<file path="config.mk">
export PLATFORM = sky130hd
export DESIGN_NAME = cke_pd_seq
export DESIGN_NICKNAME = d
export VERILOG_FILES = /design/src/rtl/cke_pd_pkg.sv /design/src/rtl/cke_pd_ctrl.sv /design/src/rtl/cke_pd_dp.sv /design/src/rtl/cke_pd_seq.sv
export SDC_FILE = /design/constraint.sdc
export NUM_CORES = 1
export LEC_CHECK = 0
export BUFFER_PORTS_ARGS = -buffer_cell sky130_fd_sc_hd__clkbuf_2
export CORE_ASPECT_RATIO = 2
export CORE_MARGIN = 3
export CORE_UTILIZATION = 50
export CTS_BUF_LIST = sky130_fd_sc_hd__clkbuf_2 sky130_fd_sc_hd__clkbuf_4 sky130_fd_sc_hd__clkbuf_8
export DETAILED_ROUTE_END_ITERATION = 12
export PLACE_DENSITY = 0.81
export SYNTH_ARGS = -nofsm -noshare
export SYNTH_HDL_FRONTEND = slang
export SYNTH_HIERARCHICAL = 1
export SYNTH_SLANG_ARGS = --single-unit
</file>
<file path="constraint.sdc">
create_clock -name clk -period 10.8 [get_ports clk]
set_input_delay 1.62 -clock clk [delete_from_list [all_inputs] [get_ports clk]]
set_output_delay 1.62 -clock clk [all_outputs]
set_load 0.01 [all_outputs]
</file>
<file path="src/rtl/cke_pd_pkg.sv">
package cke_pd_pkg;
  typedef enum logic [1:0] {
    ST_ACTIVE = 2'd0,
    ST_PD     = 2'd1,
    ST_EXIT   = 2'd2
  } pdState_e;

  // strobes from control to datapath
  typedef struct packed {
    logic enter;
    logic leave;
    logic inPd;
    logic inExit;
  } pdStrobe_t;

  // timing flags from datapath to control
  typedef struct packed {
    logic lowDone;
    logic exitDone;
  } pdFlag_t;
endpackage

</file>
<file path="src/rtl/cke_pd_ctrl.sv">
module cke_pd_ctrl
  import cke_pd_pkg::*;
(
  input  logic      clk,
  input  logic      rstN,
  input  logic      pdReq,
  input  logic      accBusy,
  input  logic      queuePend,
  input  pdFlag_t   flags,
  output pdStrobe_t strb,
  output logic      cke,
  output logic      pdStat,
  output logic      accessReady
);
  pdState_e state, nxt;

  always_comb begin
    nxt  = state;
    strb = '0;
    case (state)
      ST_ACTIVE: begin
        if (pdReq && !accBusy && !queuePend) begin
          nxt        = ST_PD;
          strb.enter = 1'b1;
        end
      end
      ST_PD: begin
        strb.inPd = 1'b1;
        if (!pdReq && flags.lowDone) begin
          nxt        = ST_EXIT;
          strb.leave = 1'b1;
        end
      end
      ST_EXIT: begin
        strb.inExit = 1'b1;
        if (flags.exitDone) nxt = ST_ACTIVE;
      end
      default: nxt = ST_ACTIVE;
    endcase
  end

  always_ff @(posedge clk) begin
    if (!rstN) begin
      state       <= ST_ACTIVE;
      cke         <= 1'b1;
      pdStat      <= 1'b0;
      accessReady <= 1'b1;
    end else begin
      state <= nxt;
      if (strb.enter) begin
        cke         <= 1'b0;
        pdStat      <= 1'b1;
        accessReady <= 1'b0;
      end
      if (strb.leave) begin
        cke    <= 1'b1;
        pdStat <= 1'b0;
      end
      if (strb.inExit && flags.exitDone) accessReady <= 1'b1;
    end
  end
endmodule

</file>
<file path="src/rtl/cke_pd_dp.sv">
module cke_pd_dp
  import cke_pd_pkg::*;
#(
  parameter int TW = 8,
  parameter int RW = 16
) (
  input  logic          clk,
  input  logic          rstN,
  input  pdStrobe_t     strb,
  input  logic          slowExit,
  input  logic [TW-1:0] tCke,
  input  logic [TW-1:0] tXp,
  input  logic [TW-1:0] tXard,
  input  logic [TW-1:0] tXards,
  input  logic [RW-1:0] resLimit,
  output pdFlag_t       flags,
  output logic          overrun
);
  localparam logic [RW-1:0] LOW_MAX  = {RW{1'b1}};
  localparam logic [TW-1:0] EXIT_MAX = {TW{1'b1}};

  logic [RW-1:0] lowCnt;
  logic [TW-1:0] exitCnt;
  logic [TW-1:0] activeWait;
  logic [TW-1:0] waitMax;
  logic [RW:0]   lowElapsed;
  logic [TW:0]   exitElapsed;

  always_comb begin
    activeWait  = slowExit ? tXards : tXard;
    waitMax     = (tXp > activeWait) ? tXp : activeWait;
    lowElapsed  = {1'b0, lowCnt} + 1'b1;
    exitElapsed = {1'b0, exitCnt} + 1'b1;
    flags.lowDone  = lowElapsed >= (RW+1)'(tCke);
    flags.exitDone = exitElapsed >= {1'b0, waitMax};
  end

  always_ff @(posedge clk) begin
    if (!rstN) begin
      lowCnt  <= '0;
      exitCnt <= '0;
      overrun <= 1'b0;
    end else begin
      if (strb.enter) lowCnt <= '0;
      else if (strb.inPd && lowCnt != LOW_MAX) lowCnt <= lowCnt + 1'b1;

      if (strb.leave) exitCnt <= '0;
      else if (strb.inExit && exitCnt != EXIT_MAX) exitCnt <= exitCnt + 1'b1;

      if (strb.inPd && lowElapsed > {1'b0, resLimit}) overrun <= 1'b1;
    end
  end
endmodule

</file>
<file path="src/rtl/cke_pd_seq.sv">
module cke_pd_seq
  import cke_pd_pkg::*;
#(
  parameter int TW = 8,
  parameter int RW = 16
) (
  input  logic          clk,
  input  logic          rstN,
  input  logic          pdReq,
  input  logic          accBusy,
  input  logic          queuePend,
  input  logic          slowExit,
  input  logic [TW-1:0] tCke,
  input  logic [TW-1:0] tXp,
  input  logic [TW-1:0] tXard,
  input  logic [TW-1:0] tXards,
  input  logic [RW-1:0] resLimit,
  output logic          cke,
  output logic          pdStat,
  output logic          accessReady,
  output logic          overrun
);
  pdStrobe_t strb;
  pdFlag_t   flags;

  cke_pd_ctrl u_ctrl (
    .clk(clk), .rstN(rstN), .pdReq(pdReq), .accBusy(accBusy),
    .queuePend(queuePend), .flags(flags), .strb(strb),
    .cke(cke), .pdStat(pdStat), .accessReady(accessReady)
  );

  cke_pd_dp #(.TW(TW), .RW(RW)) u_dp (
    .clk(clk), .rstN(rstN), .strb(strb), .slowExit(slowExit),
    .tCke(tCke), .tXp(tXp), .tXard(tXard), .tXards(tXards),
    .resLimit(resLimit), .flags(flags), .overrun(overrun)
  );
endmodule

</file>
[Yosys cells after proc, flatten, opt, wreduce, memory -nomap -nowiden]
Index checks and enable logic that the tools add are counted.
Word-level totals
  register bits after elaboration: 30
  output and inout bits: 4
Operators by class
  reductions and logical operators: 15
  magnitude comparators: 4
  eq/ne operators: 7
  bitwise logic cells: 1
  $add $sub $neg: 4
  multiplexer cells: 11
Operator list (count)
  adder 16 x 1 -> 17 bit, second input constant: 1
  >= comparator 17 x 8 -> 1 bit: 1
  greater-than comparator 17 x 16 -> 1 bit: 1
  adder 16 x 1 -> 16 bit, second input constant: 1
  two-way mux 8 bit: 2
  != test 16 bit, second input constant: 1
  adder 8 x 1 -> 9 bit, second input constant: 1
  >= comparator 9 x 8 -> 1 bit: 1
  adder 8 x 1 -> 8 bit, second input constant: 1
  greater-than comparator 8 bit: 1
  two-way mux 2 bit: 4
  != test 8 bit, second input constant: 1
  logical AND 1 bit: 7
  != test 2 x 1 -> 1 bit, second input constant: 3
  one-hot mux 2 bit (3 select lines): 1
  OR reduction 2 bit: 3
  two-way mux 1 bit: 4
  zero test 1 bit: 3
  AND reduction 3 bit: 1
  == test 2 x 1 -> 1 bit, second input constant: 1
  == test 2 bit, second input constant: 1
  zero test 2 bit: 1
  inverter 1 bit: 1

[Longest topological paths before layout]
Gate-level depths: netlist of the first run.
  depth after elaboration: 6
  depth in mapped cells: 17
  depth with buffers taken out: 16

[Hierarchy]
The synthesis of the first run kept the hierarchy.
By module, submodules not included
  cke_pd_dp: cells each 330, area an instance 2750.1 µm², instances 1
  cke_pd_ctrl: cells each 24, area an instance 225.2 µm², instances 1

[Worst setup path after synthesis of the first run]
Ideal clock, no wire load.
  path kind: input-to-reg
  start point: input slowExit
  end point: register u_ctrl.accessReady
  arrival: 4719 ps
  path buffers: 1
  stages on the path: 15
  library setup time: 122 ps
  required time: 10678 ps
  setup slack: 5960 ps
  cells stage by stage: clkbuf_1 > mux2_2 > ha_1 > nor2b_1 > o21a_1 > o21ai_0 > a21oi_2 > mux2_2 > ha_1 > nand2b_1 > a21o_1 > a21oi_1 > a2bb2oi_1 > a21oi_1 > a221o_1
RTL lines
  start: declaration: line cke_pd_seq.sv:12  | input logic slowExit,
  end signal: assignment: line cke_pd_ctrl.sv:47  | accessReady <= 1'b1;
  end signal: assignment: line cke_pd_ctrl.sv:53  | accessReady <= 1'b0;
  end signal: assignment: line cke_pd_ctrl.sv:59  | if (strb.inExit && flags.exitDone) accessReady <= 1'b1;
  end: declaration: line cke_pd_ctrl.sv:13  | output logic accessReady

==> results of run 1 <==
-- worst register-to-register path, delay by kind of cell (launching register included) --
family	cells	cell delay, ps
DFF	1	510
and+or+nand+nor	5	1220
AOI/OAI and AO/OA	4	650
adders and majority gates	2	590
xor gates and xnor gates	1	320
-- registers in the layout, indices dropped and copies added (netlist names) --
signal and cells:
u_ctrl/state 2, u_ctrl/pdStat 1, u_dp/overrun 1, u_dp/exitCnt 8, u_ctrl/cke 1, u_dp/lowCnt 16
u_ctrl/accessReady 1
-- path summary, 6_finish.rpt --
| kind | start | to | slack [ps] | cells after the start |
|---|---|---|---|---|
| setup / recovery | slowExit | u_ctrl/accessReady | 6000 | 15 |
| hold / removal | u_ctrl/pdStat | u_ctrl/pdStat | 450 | 2 |
| setup reg to reg | u_dp/lowCnt[0] | u_dp/exitCnt[7] | 7470 | 12 |
| hold reg to reg | u_ctrl/pdStat | u_ctrl/pdStat | 450 | 2 |
-- where the power goes --
part	leakage [uW]	internal, uW	total [uW]	switching, uW
logic	0.00146	27.7	54.1	26.4
clock network	0.0000517	53.8	95.1	41.3
registers	0.000242	112	113	1.18
total	0.00176	193	262	68.9
-- per-layer routing --
layer / GRT usage, % / vias to the layer above
li1: - / 1346
met1: 19.6 / 1224
met2: 39.6 / 82
met3: 2.92 / 34
met4: 14.2 / 0
met5: 0 / -
-- cell usage in the layout, fill, tap and decap left out, types with 2 or more instances in the layout --
master and count:
clkbuf_2 57, ha_1 42, inv_1 38, nor2_1 32
dfxtp_1 30, xor2_1 22, a21oi_1 21, nand2_1 14
xnor2_1 14, o21ai_0 13, mux2i_1 12, mux2_2 10
nand3_1 9, nand4_1 9, clkbuf_8 6, nand2b_1 6
or3_1 6, o211ai_1 6, a21o_1 5, nor2b_1 4
o21a_1 4, and3_1 3, nor4_1 3, nor3_1 3
nand4_4 2, and2_1 2, o31ai_1 2, o211ai_2 2
-- kinds of logic after synthesis --
group           share of synthesized area [%]
xor+xnor                                 10.6
fa+ha+maj                                17.7
mux                                      7.82
buf+inv                                  6.85
compound gates                           15.5
flops                                    20.2
simple gates                             21.4
-- per-stage QoR --
stage,worst slack [ps],hold slack [ps],utilization (%)
2_1_floorplan,5960,450,-
3_3_place_gp,5810,433,56.9
3_5_place_dp,5700,440,56.9
4_1_cts,5990,450,58.5
5_1_grt,5720,482,58.5
6_report,6000,446,58.5
-- final cells by class --
class | count | area, sq um
flip-flops and latches | 30 | 601
clock buffers | 7 | 90.1
multi-input cells | 274 | 2170
repair buffers | 57 | 285
inverters | 38 | 143
clock inverters | 1 | 5.00
well taps | 61 | 76.3
fillers | 527 | 2390
==> run metrics, run 1 <==
Vias per Instance=approximately 5.7; cts repair resizes=0; HPWL after DPL=~5600 microns; FP Rows=39; top cells by area, synth=dfxtp_1 (20%), ha_1 (18%), xor2_1 (6.5%); clock latency on the worst-skew pair=roughly 280 ps; Power Density=just under 80 mW/mm^2; CP bufs+invs=1; Critical Path Start Type=input pin; Clock Path Buffers=2; cell with the most instances after synthesis=ha_1; Crit Path Max Fanout=8; Seq/Total Area, Yosys=between 20% and 30%; EDFF count, synth=0; hold crit path type=reg2reg; grt total ovfl=0; FFs w/ async S/R, synth=0%; die area=0.00697 sq mm; Seq cells post-synth=30; final instance area=about 0.0034 sq mm; Top-Level Pins=58; Mean Syn Cell Area=roughly 8.4 sq um; Die X=a little over 60 microns; initial antenna violation count=0; dominant synthesized flop cell=dfxtp_1; CTS root buf=clkbuf_8; gr usage total=approximately a fifth; Fin. Hold Viols=0; Max Cap Violations=0; DR iter-0 viols=66; final setup vio count=0; synth unique cells=a little under 60; pin count of the biggest net entering global routing=17; clk sinks=30; post-route ant nets=0; DP Area=approximately 0.0033 sq mm; Syn Nets=450; Peak Freq=~210 MHz; via count=approximately 2700; postcts setup bufs=0; wl on met1=around 2400 microns; actual slew at the worst max-slew pin=roughly 1200 ps; post-synth top area share=about a fifth; Fin Setup TNS=0 ps; Synth Instances=354; vias in the first global route=~2800; top routing layer in use=met4; CTS Hold Bufs=0; outcome=completed; crit-path cells=clkbuf_2 -> mux2_2 -> ha_1 -> nor2b_1 -> o21a_1 -> o21ai_0 -> a21oi_2 -> mux2_2 -> ha_1 -> nand2b_1 -> a21o_1 -> a21oi_1 -> a2bb2oi_1 -> a21oi_1 -> a221o_1; Worst Skew=approximately 1.9 ps; Nets=about 500; Pleak=about 0.0018 uW; Post-Route WL=between 6000 and 7000 microns; Initial Utilization=between 50% and 60%; first-pass GRT wire length=approximately 11000 microns; fin crit period=4800 ps; CP top delay family=compound AO/OA/AOI/OAI gates; Initial DRT Pass Iterations=4; fin crit share=between 40% and 50%; htree depth=2; fraction of layout instances using a drive strength above 1=around 23%; Crit. End Element=register; Finished Layout Cells=between 400 and 500; CTS tree=done; critical path arrival=4970 ps; antenna fix cells=0; Reg clk slew, reported paths=60 ps; met3 WL=between 200 and 300 microns; Post-Place Cells=460; met2 WL=3700 microns; unrepaired setup endpoints after global routing=false; Cell Area, Synth=slightly below 0.003 sq mm; Worst path slowest cell=a21oi_2; slowest stage delay, CP=410 ps; Core Region=approximately 0.0058 sq mm; # DRC=0; clock buffer count from CTS=5; DR WL/cell=around 15 microns; IO Port Bufs=57; die height=roughly 120 microns; Area Overhead vs Synth=13.3%; GPL Wtd Cong=0.890; VDD IR max=slightly below 0.00006 V; critical path class=in2reg; top cell type by total area after synthesis=dfxtp_1; Synth top cells by count=ha_1 (42), inv_1 (38), nor2_1 (32); synth warn=6; Max Slew Vio Count=0; Final Power=262 uW; Max-slew headroom=approximately 18%; WP data required=between 10000 and 15000 ps
(Power assumes the default switching activity.)
==> run 2, diff against run 1 <==
==> constraint.sdc (replaced) <==
create_clock -name clk -period 4.7 [get_ports clk]
set_input_delay 0.705 -clock clk [delete_from_list [all_inputs] [get_ports clk]]
set_output_delay 0.705 -clock clk [all_outputs]
set_load 0.01 [all_outputs]
==> run metrics, run 2 (synthesis gave the netlist of run 1 again) <==
unrepaired setup endpoints after global routing=false; CTS root buf=clkbuf_8; Area Overhead vs Synth=13.3%; initial antenna violation count=0; Power Density=around 180 mW/mm^2; clock buffer count from CTS=5; HPWL after DPL=between 5000 and 6000 microns; Max-slew headroom=~20%; post-route ant nets=0; R2R cell count=12; actual slew at the worst max-slew pin=between 1000 and 1500 ps; Initial DRT Pass Iterations=4; die area=0.00697 sq mm; Seq. cell area=601 sq um; Sw Share=26.2%; clk sinks=30; FILL cells=523; fin crit period=slightly below 4000 ps; hold depth=2; die height=115 microns; via count=2688; htree depth=2; CTS Hold Bufs=0; final setup margin=808 ps; Largest Register=u_dp/lowCnt; most common cell after layout, fill and taps aside=clkbuf_2; Regs by FF count=u_dp/lowCnt (16), u_dp/exitCnt (8), u_ctrl/state (2); Clk pwr share=a little over a third; fin crit share=between 80% and 90%; final instance area=0.00337 sq mm; switching power=158 uW; DR iter-0 viols=61; hold crit path type=reg2reg; FP Rows=39; cts repair resizes=0; antenna fix cells=0; Vias per Instance=5.74; grt total ovfl=0; Max Slew Vio Count=0; WP data required=4870 ps; Reg clk slew, reported paths=around 60 ps; Nets=between 500 and 600; IO Port Bufs=57; Worst Skew=between 2 and 3 ps; sequential power share=between 40% and 50%; DP Area=between 0.003 and 0.004 sq mm; Initial Utilization=between 50 and 60%; Critical Path Start Type=input pin; Top-Level Pins=58; Pleak=between 0.0015 and 0.002 uW; Fin. Hold Viols=0; Crit. End Element=register; Core Region=~0.0058 sq mm; pin count of the biggest net entering global routing=17; critical path arrival=about 4000 ps; Gate power share=between 20% and 30%; clock latency on the worst-skew pair=about 280 ps; Fin Setup TNS=0 ps; number of flip-flops in the largest register=16; vias in the first global route=approximately 2800; # DRC=0; area of the multi-input gates=around 0.0022 sq mm; Crit Path Max Fanout=8; critical path class=in2reg; Die X=60.5 microns; final setup vio count=0; Clock Path Buffers=2; fraction of layout instances using a drive strength above 1=a little under a quarter; first-pass GRT wire length=11600 microns; Final Power=~600 uW; CTS tree=done; gr usage total=a little over a fifth; DP Worst Slack=between 400 and 500 ps; DR WL/cell=14.3 microns; outcome=completed; Peak Freq=257 MHz; GPL Wtd Cong=between 0.8 and 0.9; VDD IR max=about 0.00012 V; most frequent cells in the layout=clkbuf_2 (57), ha_1 (42), inv_1 (38); Int Pwr=between 400 and 500 uW; postcts setup bufs=0; Post-Route WL=about 6700 microns; Max Cap Violations=0
==> run 2: stage by stage <==
step                std cells  hold WS (ps)  util [%]
floorplan                 354           450         -
global placement          460           433      56.9
detailed placement        460           440      56.9
CTS                       468           450      58.5
global route              468           482      58.5
finish                    468           445      58.5
==> run 2: critical path, cell delays in order <==
cell and delay (ps):
clkbuf_2 190, mux2i_1 180, ha_1 340, nand2_1 60
o21ai_0 250, mux2i_1 140, a21oi_2 390, mux2_2 390
ha_1 260, nand2b_1 140, a21o_1 170, a21oi_1 140
a2bb2oi_1 250, a21oi_1 120, a221o_1 320
==> run 2: cell type report <==
type	instances	share of cell area, %
clock buffers	7	2.67
flip-flops and latches	30	17.8
well taps	61	2.26
multi-input cells	274	64.4
repair buffers	57	8.46
clock inverters	1	0.148
inverters	38	4.23
==> run 2: worst paths after layout <==
kind,slack [ps],startpoint,end
min,450,u_ctrl/pdStat,u_ctrl/pdStat
max reg2reg,1320,u_dp/lowCnt[0],u_dp/exitCnt[7]
min reg2reg,450,u_ctrl/pdStat,u_ctrl/pdStat
max,810,slowExit,u_ctrl/accessReady
==> run 2: power by group through the flow <==
| stage | Clock (uW) | Sequential (uW) | Combinational (uW) |
|---|---|---|---|
| 3_5_place_dp | 0 | 265 | 125 |
| 6_report | 218 | 259 | 124 |
| 4_1_cts | 225 | 259 | 126 |
| 2_1_floorplan | 0 | 265 | 81.7 |
| 3_3_place_gp | 0 | 265 | 118 |
| 5_1_grt | 235 | 260 | 143 |
==> run 2: routing by layer <==
layer | global-route usage, % | share of wire [%] | wire length, microns | vias to the layer above
li1 | - | - | - | 1350
met1 | 19.4 | 35 | 2320 | 1225
met2 | 41.4 | 56 | 3760 | 86
met3 | 2.81 | 4.2 | 279 | 27
met4 | 11.9 | 4.9 | 330 | 0
met5 | 0 | 0 | 0 | -
